$ cat src/rtl/misr_pkg.sv
package misr_pkg;
  typedef enum logic [1:0] {
    VERDICT_NONE = 2'b00,
    VERDICT_PASS = 2'b01,
    VERDICT_FAIL = 2'b10
  } verdict_e;
endpackage

$ cat src/rtl/misr_feedback.sv
module misr_feedback #(
  parameter int                WIDTH    = 16,
  parameter logic [WIDTH-1:0]  TAP_MASK = 16'hB400
) (
  input  logic [WIDTH-1:0] state_i,
  output logic             fb_o
);
  localparam int NTAP = $countones(TAP_MASK);

  logic [WIDTH-1:0] tapped;

  // Only masked stages contribute to the parity.
  generate
    for (genvar i = 0; i < WIDTH; i++) begin : g_tap
      if (TAP_MASK[i]) begin : g_on
        assign tapped[i] = state_i[i];
      end else begin : g_off
        assign tapped[i] = 1'b0;
      end
    end
  endgenerate

  generate
    if (NTAP == 0) begin : g_none
      assign fb_o = 1'b0;
    end else begin : g_par
      assign fb_o = ^tapped;
    end
  endgenerate
endmodule

$ cat src/rtl/misr_next.sv
module misr_next #(
  parameter int WIDTH  = 16,
  parameter bit INVERT = 1'b0
) (
  input  logic [WIDTH-1:0] state_i,
  input  logic [WIDTH-1:0] resp_i,
  input  logic             fb_i,
  output logic [WIDTH-1:0] next_o
);
  logic [WIDTH-1:0] shifted;

  // Stage 0 takes the feedback; every other stage takes its predecessor.
  generate
    for (genvar i = 0; i < WIDTH; i++) begin : g_stage
      if (i == 0) begin : g_head
        assign shifted[i] = fb_i;
      end else begin : g_body
        assign shifted[i] = state_i[i-1];
      end
      if (INVERT) begin : g_xnor
        assign next_o[i] = ~(shifted[i] ^ resp_i[i]);
      end else begin : g_xor
        assign next_o[i] = shifted[i] ^ resp_i[i];
      end
    end
  endgenerate
endmodule

$ cat src/rtl/misr_sig_reg.sv
module misr_sig_reg #(
  parameter int WIDTH = 16
) (
  input  logic             clk,
  input  logic             rst_n,
  input  logic             seed_load_i,
  input  logic [WIDTH-1:0] seed_val_i,
  input  logic             upd_en_i,
  input  logic [WIDTH-1:0] next_i,
  output logic [WIDTH-1:0] sig_o
);
  logic [WIDTH-1:0] sig_q;
  logic [WIDTH-1:0] sig_d;
  logic             sig_en;

  always_comb begin
    sig_en = seed_load_i | upd_en_i;
    if (seed_load_i) sig_d = seed_val_i;
    else             sig_d = next_i;
  end

  always_ff @(posedge clk or negedge rst_n) begin
    if (!rst_n)      sig_q <= '0;
    else if (sig_en) sig_q <= sig_d;
  end

  assign sig_o = sig_q;
endmodule

$ cat src/rtl/misr_verdict.sv
module misr_verdict
  import misr_pkg::*;
#(
  parameter int WIDTH = 16
) (
  input  logic             clk,
  input  logic             rst_n,
  input  logic             seed_load_i,
  input  logic             done_i,
  input  logic [WIDTH-1:0] sig_i,
  input  logic [WIDTH-1:0] golden_i,
  output logic             frozen_o,
  output logic             pass_o,
  output logic             fail_o
);
  verdict_e verdict_q;
  verdict_e verdict_d;
  logic     verdict_en;
  logic     match;

  always_comb begin
    match      = (sig_i == golden_i);
    verdict_en = 1'b0;
    verdict_d  = verdict_q;
    if (seed_load_i) begin
      verdict_en = 1'b1;
      verdict_d  = VERDICT_NONE;
    end else if (done_i && (verdict_q == VERDICT_NONE)) begin
      verdict_en = 1'b1;
      verdict_d  = match ? VERDICT_PASS : VERDICT_FAIL;
    end
  end

  always_ff @(posedge clk or negedge rst_n) begin
    if (!rst_n)          verdict_q <= VERDICT_NONE;
    else if (verdict_en) verdict_q <= verdict_d;
  end

  assign frozen_o = (verdict_q != VERDICT_NONE);
  assign pass_o   = (verdict_q == VERDICT_PASS);
  assign fail_o   = (verdict_q == VERDICT_FAIL);
endmodule

$ cat src/rtl/misr_compactor.sv
module misr_compactor #(
  parameter int               WIDTH    = 16,
  parameter logic [WIDTH-1:0] TAP_MASK = 16'hB400,
  parameter bit               INVERT   = 1'b0
) (
  input  logic             clk,
  input  logic             rst_n,
  input  logic             seed_load,
  input  logic [WIDTH-1:0] seed_val,
  input  logic             cap_en,
  input  logic [WIDTH-1:0] resp,
  input  logic [WIDTH-1:0] golden,
  input  logic             done,
  output logic [WIDTH-1:0] signature,
  output logic             pass,
  output logic             fail
);
  logic             fb;
  logic [WIDTH-1:0] sig_next;
  logic             frozen;
  logic             upd_en;

  assign upd_en = cap_en & ~frozen;

  misr_feedback #(.WIDTH(WIDTH), .TAP_MASK(TAP_MASK)) u_fb (
    .state_i (signature),
    .fb_o    (fb)
  );

  misr_next #(.WIDTH(WIDTH), .INVERT(INVERT)) u_next (
    .state_i (signature),
    .resp_i  (resp),
    .fb_i    (fb),
    .next_o  (sig_next)
  );

  misr_sig_reg #(.WIDTH(WIDTH)) u_reg (
    .clk         (clk),
    .rst_n       (rst_n),
    .seed_load_i (seed_load),
    .seed_val_i  (seed_val),
    .upd_en_i    (upd_en),
    .next_i      (sig_next),
    .sig_o       (signature)
  );

  misr_verdict #(.WIDTH(WIDTH)) u_verdict (
    .clk         (clk),
    .rst_n       (rst_n),
    .seed_load_i (seed_load),
    .done_i      (done),
    .sig_i       (signature),
    .golden_i    (golden),
    .frozen_o    (frozen),
    .pass_o      (pass),
    .fail_o      (fail)
  );
endmodule

$ cat config.mk
export PLATFORM = sky130hd
export DESIGN_NAME = misr_compactor
export DESIGN_NICKNAME = d
export VERILOG_FILES = /design/src/rtl/misr_pkg.sv /design/src/rtl/misr_feedback.sv /design/src/rtl/misr_next.sv /design/src/rtl/misr_sig_reg.sv /design/src/rtl/misr_verdict.sv /design/src/rtl/misr_compactor.sv
export SDC_FILE = /design/constraint.sdc
export NUM_CORES = 1
export LEC_CHECK = 0
export BUFFER_PORTS_ARGS = -buffer_cell sky130_fd_sc_hd__buf_2
export CAP_MARGIN = 40
export CORE_MARGIN = 2
export CORE_UTILIZATION = 38
export DETAILED_ROUTE_END_ITERATION = 7
export PLACE_DENSITY_LB_ADDON = 0.12
export SKIP_LAST_GASP = 1
export SYNTH_ARGS = -nofsm -noshare
export SYNTH_HDL_FRONTEND = slang
export SYNTH_SLANG_ARGS = --single-unit
$ cat constraint.sdc
create_clock -name clk -period 1.35 [get_ports clk]
set_input_delay 0.405 -clock clk [delete_from_list [all_inputs] [get_ports clk]]
set_output_delay 0.405 -clock clk [all_outputs]
set_load 0.02 [all_outputs]
==> impl_results.md <==
- Failing checks: setup timing
- Post-synthesis mux area share: 0%
- Post-Synth Simple-Gate Area: 16.9%
- Die Height: 59.4 microns
- DRT antenna net count: 0
- Synth-to-Final Area Change: 79.8%
- Yosys top cell by area: dfrtp_1
- Worst slew pin tran: 0.410 ns
- Num Clock Sinks: 18
- Post-Place Cells: 253
- Metal3 WL: roughly 170 microns
- CTS tree: yes
- GPL Wtd Cong: 0.839
- TritonRoute pass-1 iters: 4
- Setup Viol. Count Final: 27
- Min cycle time layout: 1.41 ns
- Synth Instances: 138
- CTS Buf Count: 3
- Worst setup SP type: flip-flop
- Final net count: 298
- Net Count, Synth: 191
- Initial antenna violation count: 0
- Die width: 59.4 microns
- Post-synthesis sequential area ratio: 38.6%
- Status: finished with violations
- PnR worst setup slack: -0.0607 ns
- CP delay by family, top: flip-flops
- First-pass GRT wire length: 5380 microns
- Met1 WL: around 1500 microns
- Vias: 1,341
- IO Pins: 71
- Leakage: 0.998 nW
- Clock tree buffer depth: 2
- Most frequent cells in the layout: buf_2 (54), buf_6 (32), nand2_1 (24), o21ai_1 (21), buf_4 (21)
- WHS: 0.0300 ns
- Max rail drop VDD: 0.524 mV
- Top_reg_cell synth: dfrtp_1
- Post-synthesis cell area: 1170 sq um
- Worst R2R Path Depth: 4
- Starting Density: 39.2%
- R2R Setup Slk: -0.03 ns
- Vias per inst: 4.84
- Final Cycle Share: 104%
- CP Buf/Inv Count: 1
- CTS H-tree lvls: 1
- Adder-cell share of the synthesized area: 0%
- Max-cap viol count: 0
- Clock root cell: clkbuf_4
- Routed WL: about 3600 microns
- Non-Filler Instances: 277
- GRT Total Usage: 20.0%
- Worst Hold Class: in2async
- N_diodes: 0
- Arr. time, crit path: 1.01 ns
- Layout cell share with drive strength beyond 1: approximately three fifths
- Post-Synth XOR/XNOR Area: roughly a quarter
- Worst path required time: 0.95 ns
- Synth warn: 0
- Yosys reg bits: 18
- Vias in the first global route: approximately 1,300
- Core Region: 2980 sq um
- Power per Cell Area: 915 nW/um^2
- Worst Setup SP: u_verdict.verdict_q[0]$_DFFE_PN0P_
- Total power: slightly below 0.002 W
- Final hold violations: 0
- Clk Latency, worst-skew pair: between 0.2 and 0.3 ns
- Pre-CTS setup slack: -0.172 ns
- Post-CTS Hold Fix Bufs: 0
- Drt wl/cell: 12.9 microns
- # DRC: 0
- Fraction of registers with async set or reset after synthesis: 100%
- Slew Viols, Final: 0
- Core Util, Final: 70.5%
- GR Overflow Total: 0
- Largest net degree at the start of global routing: 19
- Hpwl dp: around 2600 microns
- DR iter-0 viols: 42
- Commonest non-fill, non-tap cell in the layout: buf_2
- Fmax: 709 MHz
- Synth Area in Compound Gates: 15.3%
- RSZ-0062 raised after global routing: yes
- Reg clk slew, reported paths: approximately 0.11 ns
- DIE AREA: about 3500 sq um
- Max-slew headroom: 72.7%
- Avg Cell Area, Syn: 8.46 sq um
- Crit Path Category: reg2out
- Crit-path cells: nor2b_1 -> buf_4
- Row count: 20
- Crit-path slowest cell: dfrtp_2
- Critical Path Max Stage Delay: 0.44 ns
- Ranking of synthesized cells by area: dfrtp_1 (39%), xnor2_1 (14%), xor2_1 (13%), nand2_1 (10%), o21ai_0 (8.6%)
- Met2 WL: between 1500 and 2000 microns
- Synth unique cells: 19
- Main combinational cell family by area after synthesis: XOR/XNOR gates
- Highest metal used: met4
- Worst Clk Skew: 0.00155 ns
- Crit Path Max Fanout: 3
- RR Endpoint: u_verdict.verdict_q[1]$_DFFE_PN0P_
- Number of synthesized flops with an enable pin: 0
- Yosys top cell area share: between 30% and 40%
- Worst setup EP type: output pin
- Reg2reg start: u_reg.sig_o[5]$_DFFE_PN0P_
- IO buf count: 70
-- per-stage QoR --
stage                     instance area [sq um]  setup TNS [ns]
after floorplan                            1180               0
after global placement                     1690          -0.183
after detailed placement                   1690          -0.230
after CTS                                  1970          -0.733
after global routing                       2100           -1.91
final                                      2100          -0.510
-- final cells by class --
class / instances / area (sq um)
clock buffer: 4 / 36.3
fill: 244 / 878
inverter: 1 / 3.75
multi-input combinational: 112 / 732
sequential: 18 / 468
tap: 33 / 41.3
timing repair buffer: 109 / 818
-- cell families after synthesis --
group,after synthesis
AO/OA/AOI/OAI,34
AND/OR/NAND/NOR,43
buffers and inverters,8
flip-flops,18
XOR/XNOR,35
-- synthesized netlist by cell type, types with 2 or more instances --
cell type / n
xnor2_1: 18
nor2b_1: 2
buf_2: 3
nor2_1: 2
nor4_1: 3
nand2_1: 32
xor2_1: 17
o21ai_1: 11
o21ai_0: 20
clkbuf_1: 4
dfrtp_1: 18
-- timing repair --
action                                  4_1_cts  5_1_grt
endpoints found under the setup margin       17       33
cloned                                        0        2
pin swaps                                     2       10
resized for setup                            40       43
buffers inserted                             17        3
-- metal layers --
layer	track usage [%]	up-vias
met1	24.7	621
met2	35.9	44
met5	0	-
met3	1.97	6
li1	-	670
met4	6.49	0
-- registers in the layout (all words and copies together), names as in the netlist --
name / flops
u_reg.sig_o: 16
u_verdict.verdict_q: 2
-- how the worst max path moves through the flow --
| stage | endpoint | slack (ns) | depth (start not counted) |
|---|---|---|---|
| 2_1_floorplan | u_verdict.verdict_q[1]$_DFFE_PN0P_ | 0.006 | 4 |
| 3_3_place_gp | u_verdict.verdict_q[1]$_DFFE_PN0P_ | -0.16 | 5 |
| 3_5_place_dp | u_verdict.verdict_q[1]$_DFFE_PN0P_ | -0.17 | 5 |
| 4_1_cts | u_verdict.verdict_q[1]$_DFFE_PN0P_ | -0.06 | 4 |
| 5_1_grt | u_verdict.verdict_q[1]$_DFFE_PN0P_ | -0.12 | 4 |
| 6_report | pass | -0.06 | 2 |
-- power breakdown --
| group | internal, W | leakage [nW] | switching (W) |
|---|---|---|---|
| Sequential | 0.000607 | 0.202 | 0.0000660 |
| Combinational | 0.000510 | 0.776 | 0.000403 |
| Clock | 0.000164 | 0.0210 | 0.000170 |
No activity file was read; power rests on OpenSTA's default activity.
